[config.mk]
export PLATFORM = sky130hd
export DESIGN_NAME = apc_skew_line
export DESIGN_NICKNAME = d
export VERILOG_FILES = /design/src/rtl/apc_pkg.sv /design/src/rtl/apc_skew_line.sv
export SDC_FILE = /design/constraint.sdc
export NUM_CORES = 1
export LEC_CHECK = 0
export BUFFER_PORTS_ARGS = -buffer_cell sky130_fd_sc_hd__buf_2
export CAP_MARGIN = 20
export CORE_UTILIZATION = 50
export CTS_CLUSTER_SIZE = 20
export DETAILED_ROUTE_END_ITERATION = 12
export PLACE_DENSITY = 0.7
export RECOVER_POWER = 50
export SYNTH_ARGS = -nofsm -noshare
export SYNTH_HDL_FRONTEND = slang
export SYNTH_SLANG_ARGS = --single-unit
[constraint.sdc]
create_clock -name clk_i -period 1.9 [get_ports clk_i]
set_clock_uncertainty 0.1 [all_clocks]
set_input_delay 0.38 -clock clk_i [delete_from_list [all_inputs] [get_ports clk_i]]
set_output_delay 0.38 -clock clk_i [all_outputs]
set_load 0.05 [all_outputs]
[src/rtl/apc_pkg.sv]
package apc_pkg;
  localparam int unsigned BUS_W = 8;

  typedef struct packed {
    logic [BUS_W-1:0] data;
    logic             frm;
    logic             env;
    logic             par;
  } bus_t;

  typedef struct packed {
    logic [BUS_W-1:0] data;
    logic             par;
  } lane_t;
endpackage

[src/rtl/apc_skew_line.sv]
module apc_skew_line
  import apc_pkg::*;
#(
  parameter int unsigned DEPTH = 16,
  localparam int unsigned SEL_W = $clog2(DEPTH)
) (
  input  logic             clk_i,
  input  logic             rst_ni,
  input  logic [SEL_W-1:0] sel_i,
  input  lane_t            lane_i,
  output lane_t            lane_o
);
  lane_t stg_q [1:DEPTH-1];
  logic  seen_q;

  always_ff @(posedge clk_i or negedge rst_ni) begin
    if (!rst_ni) begin
      stg_q[1] <= '0;
      seen_q   <= 1'b0;
    end else begin
      stg_q[1] <= lane_i;
      seen_q   <= 1'b1;
    end
  end

  for (genvar g = 2; g < DEPTH; g++) begin : g_stg
    always_ff @(posedge clk_i or negedge rst_ni) begin
      if (!rst_ni) stg_q[g] <= '0;
      else         stg_q[g] <= stg_q[g-1];
    end
  end

  always_comb begin
    if (sel_i == '0) lane_o = lane_i;
    else             lane_o = stg_q[sel_i];
  end

  // first stage holds the previous lane value
  a_r4_first_stage: assert property (@(posedge clk_i) disable iff (!rst_ni)
    seen_q |-> (stg_q[1] == $past(lane_i)));
endmodule

**Word level (Yosys, flattened, before mapping)**

Index checks and enable logic that the tools add are counted.
Widths: inputs -> output; s select.

- Logic and storage cells: 37
- Bits in registers: 135
- Bits of input ports: 15
- Output and inout port bits: 9

- Muxes and demuxes: 4
- Bitwise operators: 1
- Reductions and logical operators: 1
- Order comparisons: 1

Operators with widths:

| operator | count |
|---|---|
| $bmux 9 s4 | 1 |
| $mux 9 | 3 |
| $ge 5x5->1 const B | 1 |
| $not 4->5 | 1 |
| $logic_not 4->1 | 1 |

**Longest topological paths before layout**

- Depth in word-level cells: 5
- Mapped depth: 7
- Mapped depth without buffers: 4

**Worst setup path after synthesis**

OpenSTA, ideal clock, no wires.

- Path kind: input to output
- Start: input sel_i[0]
- End: output lane_o[3] (netlist bit)
- Stages on the path: 7
- Path slack: -1.040 ns
- Path buffers: 3
- Required time: 1.420 ns
- Arrival time: 2.460 ns
- Cell sequence: buf_6 > buf_8 > nor2b_1 > buf_2 > a221oi_1 > a21oi_1 > o31ai_1

RTL lines:

| item | line | source |
|---|---|---|
| from (decl) | apc_skew_line.sv:9 | `input logic [SEL_W-1:0] sel_i,` |
| to (decl) | apc_skew_line.sv:11 | `output lane_t lane_o` |

==> parameters.txt <==
Parameter                              Value

Global route
  Global-route wire length before repair ... 15700 um
  Met2 track demand over resource ... 0.327
  Overall fraction of global-route tracks in use ... 0.221
  Pin count of the biggest net entering global routing ... 47
  GR Overflow Total ... 0
  Met3 Use GR ... 0.0667
  Antenna violations before repair ... 0
  Global-route met1 utilization ... 0.319
  Via count of the first global-routing pass ... 2840
  Routing layer with the top usage in global route ... met2

Routing
  Wire length reported by the detailed router ... 9400 um
  Routed via count ... roughly 2500
  Number of design rule violations left after detail routing ... 0
  WL per Instance ... 20.5 um
  Count of routing violations after the opening detailed-route iteration ... 155
  Number of vias per cell ... 5.54
  TritonRoute pass-1 iters ... 4
  Post-detailed-route count of antenna-violating nets ... 0

STA
  Period utilisation layout ... 1.32
  Endpoints failing setup ... 9
  Count of final max-slew check failures ... 0
  Worst hold slack ... roughly 0.27 ns
  Sum of negative setup slack ... -4.95 ns
  Slew at the pin closest to its max-slew limit ... around 1.3 ns
  PnR worst setup slack ... -0.617 ns
  Post-layout min period ... 2.52 ns
  Worst slew margin relative to its limit ... 0.149
  Count of endpoints failing hold in the final timing report ... 0
  Maximum clock frequency ... around 0.40 GHz
  Setup repair after global routing missed its margin ... true

Yosys
  Number of flip-flops and latches in the synthesized netlist ... 135
  Ranking of synthesized cells by area ... sky130_fd_sc_hd__dfrtp_1 72%, sky130_fd_sc_hd__mux4_1 9.5%, sky130_fd_sc_hd__mux4_2 3.8%
  Sequential fraction of the synthesis area ... 0.718
  Count of different cell masters after synthesis ... 23
  Post-Syn Nets ... ~270
  Netlist area before placement ... 4710 um^2
  Commonest register cell after synthesis ... sky130_fd_sc_hd__dfrtp_1
  EDFF count, synth ... 0
  Post-synthesis cell type with the largest combined area ... sky130_fd_sc_hd__dfrtp_1
  Yosys warning count ... 0
  Proportion of synthesized flip-flops having asynchronous set or reset ... 1.00
  Syn Area/Cell ... 18.2 um^2
  Share of the synthesized area in the top cell type ... 0.718
  Gate count after technology mapping ... 259

Clocking
  Clock Sinks ... 135
  Largest buffer count on any clock path ... 2
  Number of buffers inserted during clock tree synthesis ... 17
  Cell chosen for the clock root ... sky130_fd_sc_hd__clkbuf_8
  Clock transition time at the flip-flop clock pins of the worst setup and hold paths ... about 0.06 ns
  H-tree depth ... 4
  Clock latency on the worst-skew pair ... ~0.5 ns
  Clock tree from TritonCTS ... built

Finish
  N_diodes ... 0
  Area of the multi-input gates ... 1390 um^2
  Area used by sequential logic in the layout ... 3380 um^2
  Net count reported at finish ... 349
  Final instance count without filler cells ... 458
  Largest registers ... stg_q (135)
  Share of cells above drive strength 1 ... 0.464
  Fraction of the core area covered by cells at the end of the flow ... 0.670
  Syn-to-layout area delta ... 30.8%
  Flip-flop count of the largest register after layout ... 135
  Register with the most flip-flops ... stg_q
  Final std cell area, no fill ... slightly above 6000 um^2
  Fillcell total ... 583

Power and ir drop
  Leak Pwr ... 2.76 nW
  Peak supply drop ... 0.000810 V
  Cell area power density ... 1130 nW/um^2

Outcome
  Result of the run ... finished with violations
  Failing checks ... setup timing

Place
  Port Buf Inserts ... 23
  Cell total after placement ... around 410
  HPWL after detailed placement ... 5320 um
  Global placement routability congestion ... 0.745
  DP Area ... 5300 um^2

Floorplan
  Floorplan row count ... 35
  Core outline area ... about 9200 um^2
  Area of the die ... 9810 um^2
  Die W ... 99.0 um
  Y dimension of the die ... 99.0 um
  Initial Util ... 0.512
  Num ports ... 24

Hold path
  Worst min path class ... reg2reg
  Hold Crit Endpoint ... stg_q[72]
  Instance count along the most critical hold path ... 0
  Worst Hold Launch ... stg_q[81]

Setup path
  Worst-case register-to-register setup slack ... ~1.1 ns
  Slowest library cell on the worst path ... sky130_fd_sc_hd__mux4_2
  Crit Path Class ... reg2out
  Sort of element at the start of the critical path ... flip-flop
  Number of cells on the worst reg-to-reg path ... 2
  Critical path endpoint category ... output pin
  RR Startpoint ... stg_q[41]
  Highest fanout seen on the critical path ... 2
  Arrival time at the worst endpoint ... 2.04 ns
  Largest stage delay on the critical path ... 0.49 ns
  Endpoint required time on the critical path ... 1.42 ns
  Worst reg2reg endpoint ... stg_q[32]
  CP cell instances ... mux4_2 > mux2_4 > nand2_4 > o221ai_4 > buf_6

Flow run
  Maximum capacitance violations ... 0
## report_power, final
part	leakage (nW)	switching, mW	internal [mW]
clock network	0.286	1.20	1.96
registers	1.57	0.0798	3.02
logic	0.898	0.383	0.337
total	2.76	1.66	5.32
## cells by family after synthesis
kind of cell | after synthesis | synth area share
flops | 135 | 0.718
mux | 45 | 0.179
compound gates | 33 | 0.0531
buf+inv | 28 | 0.0351
simple gates | 18 | 0.0157
## synth_stat cells (all sizes together), types with 2 or more instances
cell / number
dfrtp: 135
o221ai: 2
mux2i: 9
a21oi: 9
a221oi: 9
buf: 13
o31ai: 7
inv: 11
nor2: 7
mux4: 25
o21ai: 2
clkbuf: 4
nand2: 9
a31oi: 4
mux2: 11
## cell type report
type	count	area share
Clock inverter	12	0.0205
Tap cell	111	0.0226
Multi-Input combinational cell	96	0.225
Sequential cell	135	0.549
Inverter	11	0.00670
Clock buffer	20	0.0740
Timing Repair Buffer	73	0.102
## placed cells by master, fill, tap and decap left out, types with 9 or more instances in the layout
cell type | synthesis | layout
sky130_fd_sc_hd__dlygate4sd3_1 | 0 | 10
sky130_fd_sc_hd__mux4_2 | 8 | 22
sky130_fd_sc_hd__mux2i_1 | 9 | 9
sky130_fd_sc_hd__mux2_4 | 0 | 9
sky130_fd_sc_hd__inv_1 | 11 | 11
sky130_fd_sc_hd__buf_2 | 8 | 12
sky130_fd_sc_hd__dfrtp_1 | 135 | 135
sky130_fd_sc_hd__buf_4 | 0 | 34
sky130_fd_sc_hd__buf_6 | 3 | 11
sky130_fd_sc_hd__clkbuf_16 | 0 | 16
## repair_timing
item,4_1_cts,5_1_grt
buffers inserted,8,1
hold buffers,10,0
endpoints found under the setup margin,9,9
hold endpoints to repair,117,0
resized for setup,51,12
pin swaps,4,2
## through the flow
stage / setup WS, ns / total power [mW]
finish: -0.617 / 6.99
global route: -0.698 / 7.21
CTS: -0.650 / 7.01
detailed placement: -0.672 / 3.74
global placement: -0.642 / 3.72
floorplan: -0.299 / 3.52
## critical path, delay by kind of cell, from the launching register on
family,cells,cell delay [ns]
flops,1,0.40
mux,2,0.79
buf+inv,1,0.17
compound gates,1,0.09
simple gates,1,0.08
## metal layers
layer | part of all wire | up-vias
li1 | - | 1092
met1 | 0.47 | 1371
met2 | 0.48 | 66
met3 | 0.039 | 9
met4 | 0.0091 | 0
met5 | 0 | -
## worst max-delay path by stage
stage | startpoint | endpoint | slack, ns | depth (start not counted)
3_3_place_gp | sel_i[0] | lane_o[2] | -0.64 | 7
6_report | stg_q[22] | lane_o[4] | -0.62 | 5
4_1_cts | stg_q[22] | lane_o[4] | -0.65 | 5
5_1_grt | stg_q[22] | lane_o[4] | -0.70 | 5
2_1_floorplan | sel_i[0] | lane_o[2] | -0.30 | 7
3_5_place_dp | sel_i[0] | lane_o[5] | -0.67 | 7
No activity file was read; power rests on OpenSTA's default activity.
